$ cat config.mk
export PLATFORM = sky130hd
export DESIGN_NAME = vdl_line_fetch
export DESIGN_NICKNAME = d
export VERILOG_FILES = /design/src/rtl/vdl_pkg.sv /design/src/rtl/vdl_desc_fetch.sv /design/src/rtl/vdl_line_walker.sv /design/src/rtl/vdl_line_fetch.sv
export SDC_FILE = /design/constraint.sdc
export NUM_CORES = 1
export LEC_CHECK = 0
export ABC_AREA = 1
export BUFFER_PORTS_ARGS = -buffer_cell sky130_fd_sc_hd__buf_4
export CORE_UTILIZATION = 30
export CTS_BUF_LIST = sky130_fd_sc_hd__clkbuf_8
export DETAILED_ROUTE_END_ITERATION = 12
export PLACE_DENSITY = 0.46
export RECOVER_POWER = 100
export SLEW_MARGIN = 20
export SYNTH_ARGS = -nofsm -noshare
export SYNTH_HDL_FRONTEND = slang
export SYNTH_SLANG_ARGS = --single-unit
$ cat constraint.sdc
create_clock -name clk_i -period 3.8 [get_ports clk_i]
set_input_delay 0.76 -clock clk_i [delete_from_list [all_inputs] [get_ports clk_i]]
set_output_delay 0.76 -clock clk_i [all_outputs]
set_load 0.01 [all_outputs]
$ cat src/rtl/vdl_pkg.sv
package vdl_pkg;
  localparam int unsigned ADDR_W   = 32;
  localparam int unsigned PAL_N    = 8;
  localparam int unsigned DESC_WDS = 4;
  localparam int unsigned DESC_B   = DESC_WDS * 4;

  typedef struct packed {
    logic [15:0]          stride;
    logic [7:0]           mode;
    logic [7:0]           count;
    logic [ADDR_W-1:0]    start;
    logic [PAL_N*8-1:0]   pal;
  } vdl_desc_t;
endpackage

$ cat src/rtl/vdl_desc_fetch.sv
module vdl_desc_fetch
  import vdl_pkg::*;
(
  input  logic              clk_i,
  input  logic              rst_ni,
  input  logic              start_i,
  input  logic              abort_i,
  input  logic [ADDR_W-1:0] ptr_i,
  output logic              mem_req_o,
  output logic [ADDR_W-1:0] mem_addr_o,
  input  logic              mem_rvalid_i,
  input  logic [31:0]       mem_rdata_i,
  output logic              done_o,
  output vdl_desc_t         desc_o
);
  localparam int unsigned IDX_W = $clog2(DESC_WDS);
  localparam logic [IDX_W-1:0] LAST = IDX_W'(DESC_WDS - 1);

  logic             busy_q;
  logic [IDX_W-1:0] idx_q;
  logic [31:0]      word_q [DESC_WDS-1];

  always_ff @(posedge clk_i or negedge rst_ni) begin
    if (!rst_ni) begin
      busy_q <= 1'b0;
      idx_q  <= '0;
    end else if (abort_i) begin
      busy_q <= 1'b0;
      idx_q  <= '0;
    end else if (start_i) begin
      busy_q <= 1'b1;
      idx_q  <= '0;
    end else if (busy_q && mem_rvalid_i) begin
      if (idx_q == LAST) busy_q <= 1'b0;
      idx_q <= idx_q + 1'b1;
    end
  end

  // words before the last are parked; the last is used straight off the bus
  generate
    for (genvar g = 0; g < DESC_WDS - 1; g++) begin : g_word
      always_ff @(posedge clk_i) begin
        if (busy_q && mem_rvalid_i && idx_q == IDX_W'(g)) word_q[g] <= mem_rdata_i;
      end
    end
  endgenerate

  assign mem_req_o  = busy_q;
  assign mem_addr_o = ptr_i + {{(ADDR_W-IDX_W-2){1'b0}}, idx_q, 2'b00};
  assign done_o     = busy_q && mem_rvalid_i && (idx_q == LAST) && !abort_i;

  assign desc_o.count  = word_q[0][7:0];
  assign desc_o.mode   = word_q[0][15:8];
  assign desc_o.stride = word_q[0][31:16];
  assign desc_o.start  = word_q[1];
  assign desc_o.pal    = {mem_rdata_i, word_q[2]};
endmodule

$ cat src/rtl/vdl_line_walker.sv
module vdl_line_walker
  import vdl_pkg::*;
#(
  parameter int unsigned LINE_W = 10
) (
  input  logic              clk_i,
  input  logic              rst_ni,
  input  logic              frame_start_i,
  input  logic              line_start_i,
  input  logic [LINE_W-1:0] visible_i,
  input  logic [ADDR_W-1:0] table_base_i,
  input  logic              fetch_done_i,
  input  vdl_desc_t         desc_i,
  output logic              fetch_start_o,
  output logic [ADDR_W-1:0] ptr_o,
  output logic              line_valid_o,
  output logic [3:0]        mode_o,
  output logic [ADDR_W-1:0] addr_o,
  output logic [PAL_N*8-1:0] pal_o
);
  localparam int unsigned REM_W = 9;

  logic [REM_W-1:0]  remain_q;
  logic [LINE_W-1:0] done_q;
  logic              wait_q;
  logic [ADDR_W-1:0] cur_q;
  logic [15:0]       stride_q;
  logic              accept;
  logic [REM_W-1:0]  count_ext;

  assign accept        = line_start_i && !frame_start_i && !wait_q && (done_q < visible_i);
  assign fetch_start_o = accept && (remain_q == '0);
  assign count_ext     = (desc_i.count == 8'd0) ? REM_W'(256) : {1'b0, desc_i.count};

  always_ff @(posedge clk_i or negedge rst_ni) begin
    if (!rst_ni) begin
      ptr_o        <= '0;
      remain_q     <= '0;
      done_q       <= '0;
      wait_q       <= 1'b0;
      cur_q        <= '0;
      stride_q     <= '0;
      line_valid_o <= 1'b0;
      mode_o       <= '0;
      addr_o       <= '0;
      pal_o        <= '0;
    end else begin
      line_valid_o <= 1'b0;
      if (frame_start_i) begin
        ptr_o    <= table_base_i;
        remain_q <= '0;
        done_q   <= '0;
        wait_q   <= 1'b0;
      end else begin
        if (accept) begin
          done_q <= done_q + 1'b1;
          if (remain_q == '0) begin
            wait_q <= 1'b1;
          end else begin
            line_valid_o <= 1'b1;
            addr_o       <= cur_q;
            cur_q        <= cur_q + {16'd0, stride_q};
            remain_q     <= remain_q - 1'b1;
          end
        end
        if (fetch_done_i) begin
          wait_q       <= 1'b0;
          line_valid_o <= 1'b1;
          addr_o       <= desc_i.start;
          mode_o       <= desc_i.mode[3:0];
          pal_o        <= desc_i.pal;
          stride_q     <= desc_i.stride;
          cur_q        <= desc_i.start + {16'd0, desc_i.stride};
          remain_q     <= count_ext - 1'b1;
          ptr_o        <= ptr_o + ADDR_W'(DESC_B);
        end
      end
    end
  end
endmodule

$ cat src/rtl/vdl_line_fetch.sv
module vdl_line_fetch
  import vdl_pkg::*;
#(
  parameter int unsigned LINE_W = 10
) (
  input  logic              clk_i,
  input  logic              rst_ni,
  input  logic [31:0]       table_base_i,
  input  logic [LINE_W-1:0] visible_lines_i,
  input  logic              frame_start_i,
  input  logic              line_start_i,
  output logic              mem_req_o,
  output logic [31:0]       mem_addr_o,
  input  logic              mem_rvalid_i,
  input  logic [31:0]       mem_rdata_i,
  output logic              line_valid_o,
  output logic [3:0]        mode_o,
  output logic [31:0]       line_addr_o,
  output logic [63:0]       pal_o
);
  logic              fetch_start;
  logic              fetch_done;
  logic [ADDR_W-1:0] ptr;
  vdl_desc_t         desc;

  vdl_desc_fetch u_fetch (
    .clk_i        (clk_i),
    .rst_ni       (rst_ni),
    .start_i      (fetch_start),
    .abort_i      (frame_start_i),
    .ptr_i        (ptr),
    .mem_req_o    (mem_req_o),
    .mem_addr_o   (mem_addr_o),
    .mem_rvalid_i (mem_rvalid_i),
    .mem_rdata_i  (mem_rdata_i),
    .done_o       (fetch_done),
    .desc_o       (desc)
  );

  vdl_line_walker #(.LINE_W(LINE_W)) u_walk (
    .clk_i         (clk_i),
    .rst_ni        (rst_ni),
    .frame_start_i (frame_start_i),
    .line_start_i  (line_start_i),
    .visible_i     (visible_lines_i),
    .table_base_i  (table_base_i),
    .fetch_done_i  (fetch_done),
    .desc_i        (desc),
    .fetch_start_o (fetch_start),
    .ptr_o         (ptr),
    .line_valid_o  (line_valid_o),
    .mode_o        (mode_o),
    .addr_o        (line_addr_o),
    .pal_o         (pal_o)
  );
endmodule

==> metrics <==
dominant synthesized flop cell=dfrtp_1; family with the most delay on the worst path=simple AND/OR/NAND/NOR gates; Detailed Route WL=55,800 um; share of the yosys chip area belonging to registers=0.470; Net Sw Frac=0.324; share of synthesized cell area in full adder, half adder and majority cells=0.0410; Final Worst Setup Slack=0.212 ns; Netlist Area Pre-Place=0.0167 sq mm; largest fanout on the critical path=6; clock latency on the worst-skew pair=0.67 ns; Initial Utilization=0.304; number of clock sinks=296; cell-internal power=5.85 mW; cells after synthesis=between 2,000 and 2,500; count of input and output buffers=approximately 210; hold path depth=3; fraction of final layout cells sized beyond drive strength 1=0.0786; Initial DRT Pass Iterations=5; Max-slew headroom=-0.469; failing checks=max-capacitance violations, max-slew violations; fraction of synthesized cell area in xor and xnor cells=0.0314; number of global-route vias before repair=14,900; slew at the pin closest to its max-slew limit=2.20 ns; clock network power share=0.375; Detail Route Antenna Nets=0; area inside the core boundary=0.0551 sq mm; setup repair after global routing missed its margin=no; Stages on worst setup path=10; number of buffers and inverters on the critical path=1; net count after synthesis=between 2,000 and 2,500; most common library cell in the layout ignoring fill and taps=nand2_1; io pins=213; leakage power of the design=about 9.7 nW; Tot GR Track Use=0.199; fin nets=2,545; final hold vios=0; DRC violations left=0; synthesized area per cell=7.63 sq um; stage delay of the slowest cell on the critical path=0.43 ns; maximum VDD drop=0.235 mV; wire length of the first global-routing pass=86,600 um; multiplexer share of the synthesized area=0; antenna violations before repair=0; number of pins with negative max-slew slack in the final report=175; root cell of the clock tree=clkbuf_8; commonest non-fill, non-tap cells in the layout=918 x nand2_1, 254 x inv_1, 203 x dfrtp_1, 167 x clkbuf_1, 162 x nand3_1; total chip power=8.65 mW; standard cell with the maximum stage delay on the critical path=dfrtp_2; final setup vio count=0; cell-by-cell trace of the critical path=ha_2 > nand3_2 > nor2_4 > nand3_2 > nor2_2 > nand2_2 > nor2_2 > nand2_1 > xnor2_1 > buf_4; Max Cap Violations=4; detail-routed net length per standard cell=17.4 um; post-synthesis share of cell area spent on and, or, nand and nor gates=0.326; post-route minimum period=3.59 ns; die height=approximately 240 um; Warnings, synthesis=0; Hold Crit Class=primary input to flop; die extent in x=~240 um; required arrival time at the worst endpoint=3.04 ns; estimated wirelength of the detail-placed design=slightly above 40,000 um; maximum count of clock buffers along a single path=3; Reg clk slew, reported paths=roughly 0.050 ns; clock tree from TritonCTS=done; Pwr Density=442 mW/mm^2; Placement Rows=86; Setup TNS=0 ns; sequential group share of total power=0.437; number of hold buffers added after cts=0; via count normalized by instance count=around 4.7; Worst Setup End Kind=output port; number of H-tree branching levels=2; synthesized flop and latch total=296; vias after detailed routing=14,900; area fraction in compound gates after synthesis=0.0547; type of the worst setup path=flop to output port; logic gate share of total power=0.188; kind of launch point of the worst setup path=flop; worst slack at placement=between 0.6 and 0.7 ns; outcome=finished, violations left; total die area=0.0567 sq mm; post-route fraction of the period consumed by the critical path=0.944; final weighted congestion in routability-driven placement=0.930; net switching component of the power=2.80 mW; number of buffers inserted during clock tree synthesis=57; detailed router's first-iteration violation count=around 960; final setup skew=0.0347 ns; aggregate global routing overflow=0; dominant combinational cell family by area after synthesis=simple AND/OR/NAND/NOR gates; worst reg2reg path depth=11; Post-synth EDFFs=92; Area Growth Syn to Fin=17.0%; ys async rst share=0.689; arrival time reported for the critical path endpoint=2.83 ns; pin count of the biggest net entering global routing=around 120; Achievable Freq=0.279 GHz; number of distinct library cells after synthesis=52
## Yosys cell counts (5+ instances only)
cell	number	area (sq um)
a21oi_1	42	210
buf_2	25	125
buf_4	8	60.1
buf_6	5	56.3
clkbuf_1	24	90.1
dfrtp_1	204	5100
edfxtp_1	92	2760
ha_1	50	626
inv_1	234	878
inv_2	10	37.5
nand2_1	917	3440
nand2_2	6	37.5
nand3_1	161	806
nand4_1	31	194
nor2_1	116	435
nor2_2	7	43.8
nor2_4	6	67.6
nor3_1	31	155
o211ai_1	10	75.1
o21ai_0	74	370
o21ai_1	15	75.1
or2_2	5	31.3
xnor2_1	16	140
xor2_1	44	385
## registers in the layout, indices dropped and copies added, names as in the netlist, 4 cells and up
name / flops
u_walk.cur_q: 32
u_walk.stride_q: 16
u_walk.mode_o: 4
u_walk.addr_o: 32
u_walk.done_q: 10
u_walk.ptr_o: 32
u_walk.pal_o: 64
u_walk.remain_q: 9
u_fetch.word_q: 92
## cell type report
class | instances | area (sq um)
tap | 748 | 936
antenna | 1 | 2.50
inverter | 246 | 927
clock inverter | 36 | 249
timing repair buffer | 228 | 1100
fill | 5983 | 35500
multi-input combinational | 1584 | 7580
sequential | 296 | 7870
clock buffer | 66 | 908
## per-stage QoR
stage / util / cells / hold WS [ns] / area, sq um
final: 0.355 / 3205 / 0.315 / 19600
after global routing: 0.355 / 3204 / 0.295 / 19600
after CTS: 0.368 / 3202 / 0.0714 / 20300
after detailed placement: 0.347 / 3100 / 0.432 / 19100
after global placement: 0.347 / 3100 / 0.428 / 19100
after floorplan: - / 2193 / 0.426 / 16700
## what timing repair did
action,in CTS,in global routing
pin swaps,0,1
setup buffers,0,2
resized for setup,1,1
setup endpoints to repair,1,1
## layer usage
layer	track usage	share of wire	wire, um
met5	0	0	0
met4	0.0662	0.026	1430
met3	0.0319	0.053	2960
met2	0.318	0.46	25500
met1	0.272	0.46	25900
## kinds of logic (layout without fill, tap and decap cells)
group | Yosys count | count (layout)
and+or+nand+nor | 1307 | 1307
buffers and inverters | 313 | 576
DFF | 296 | 296
AOI/OAI and AO/OA | 164 | 164
xor gates and xnor gates | 60 | 60
adders and majority gates | 53 | 53
other | 0 | 1
## power groups by stage
stage / registers [mW] / clock network, mW / logic [mW]
final: 3.78 / 3.24 / 1.63
after floorplan: 3.79 / 0 / 1.09
after CTS: 3.78 / 3.37 / 1.79
after global placement: 3.83 / 0 / 1.76
after global routing: 3.81 / 3.51 / 1.85
after detailed placement: 3.83 / 0 / 1.78
## worst min-delay path: stages
cell     delay (ns)
buf_4          0.08
nand2_1        0.04
nand2_1        0.05
## worst paths after layout
check                                 startpoint                end  slack [ns]
setup / recovery                 u_walk.ptr_o[4]     mem_addr_o[24]        0.21
hold / removal                   table_base_i[0]    u_walk.ptr_o[0]        0.32
setup reg to reg                u_walk.done_q[5]  u_walk.addr_o[13]        0.68
hold reg to reg            u_fetch.word_q[2][21]   u_walk.pal_o[21]        0.44
max in group asynchronous                 rst_ni    u_walk.ptr_o[4]        0.91
min in group asynchronous                 rst_ni   u_walk.ptr_o[14]        0.68
No activity file was read; power rests on OpenSTA's default activity.
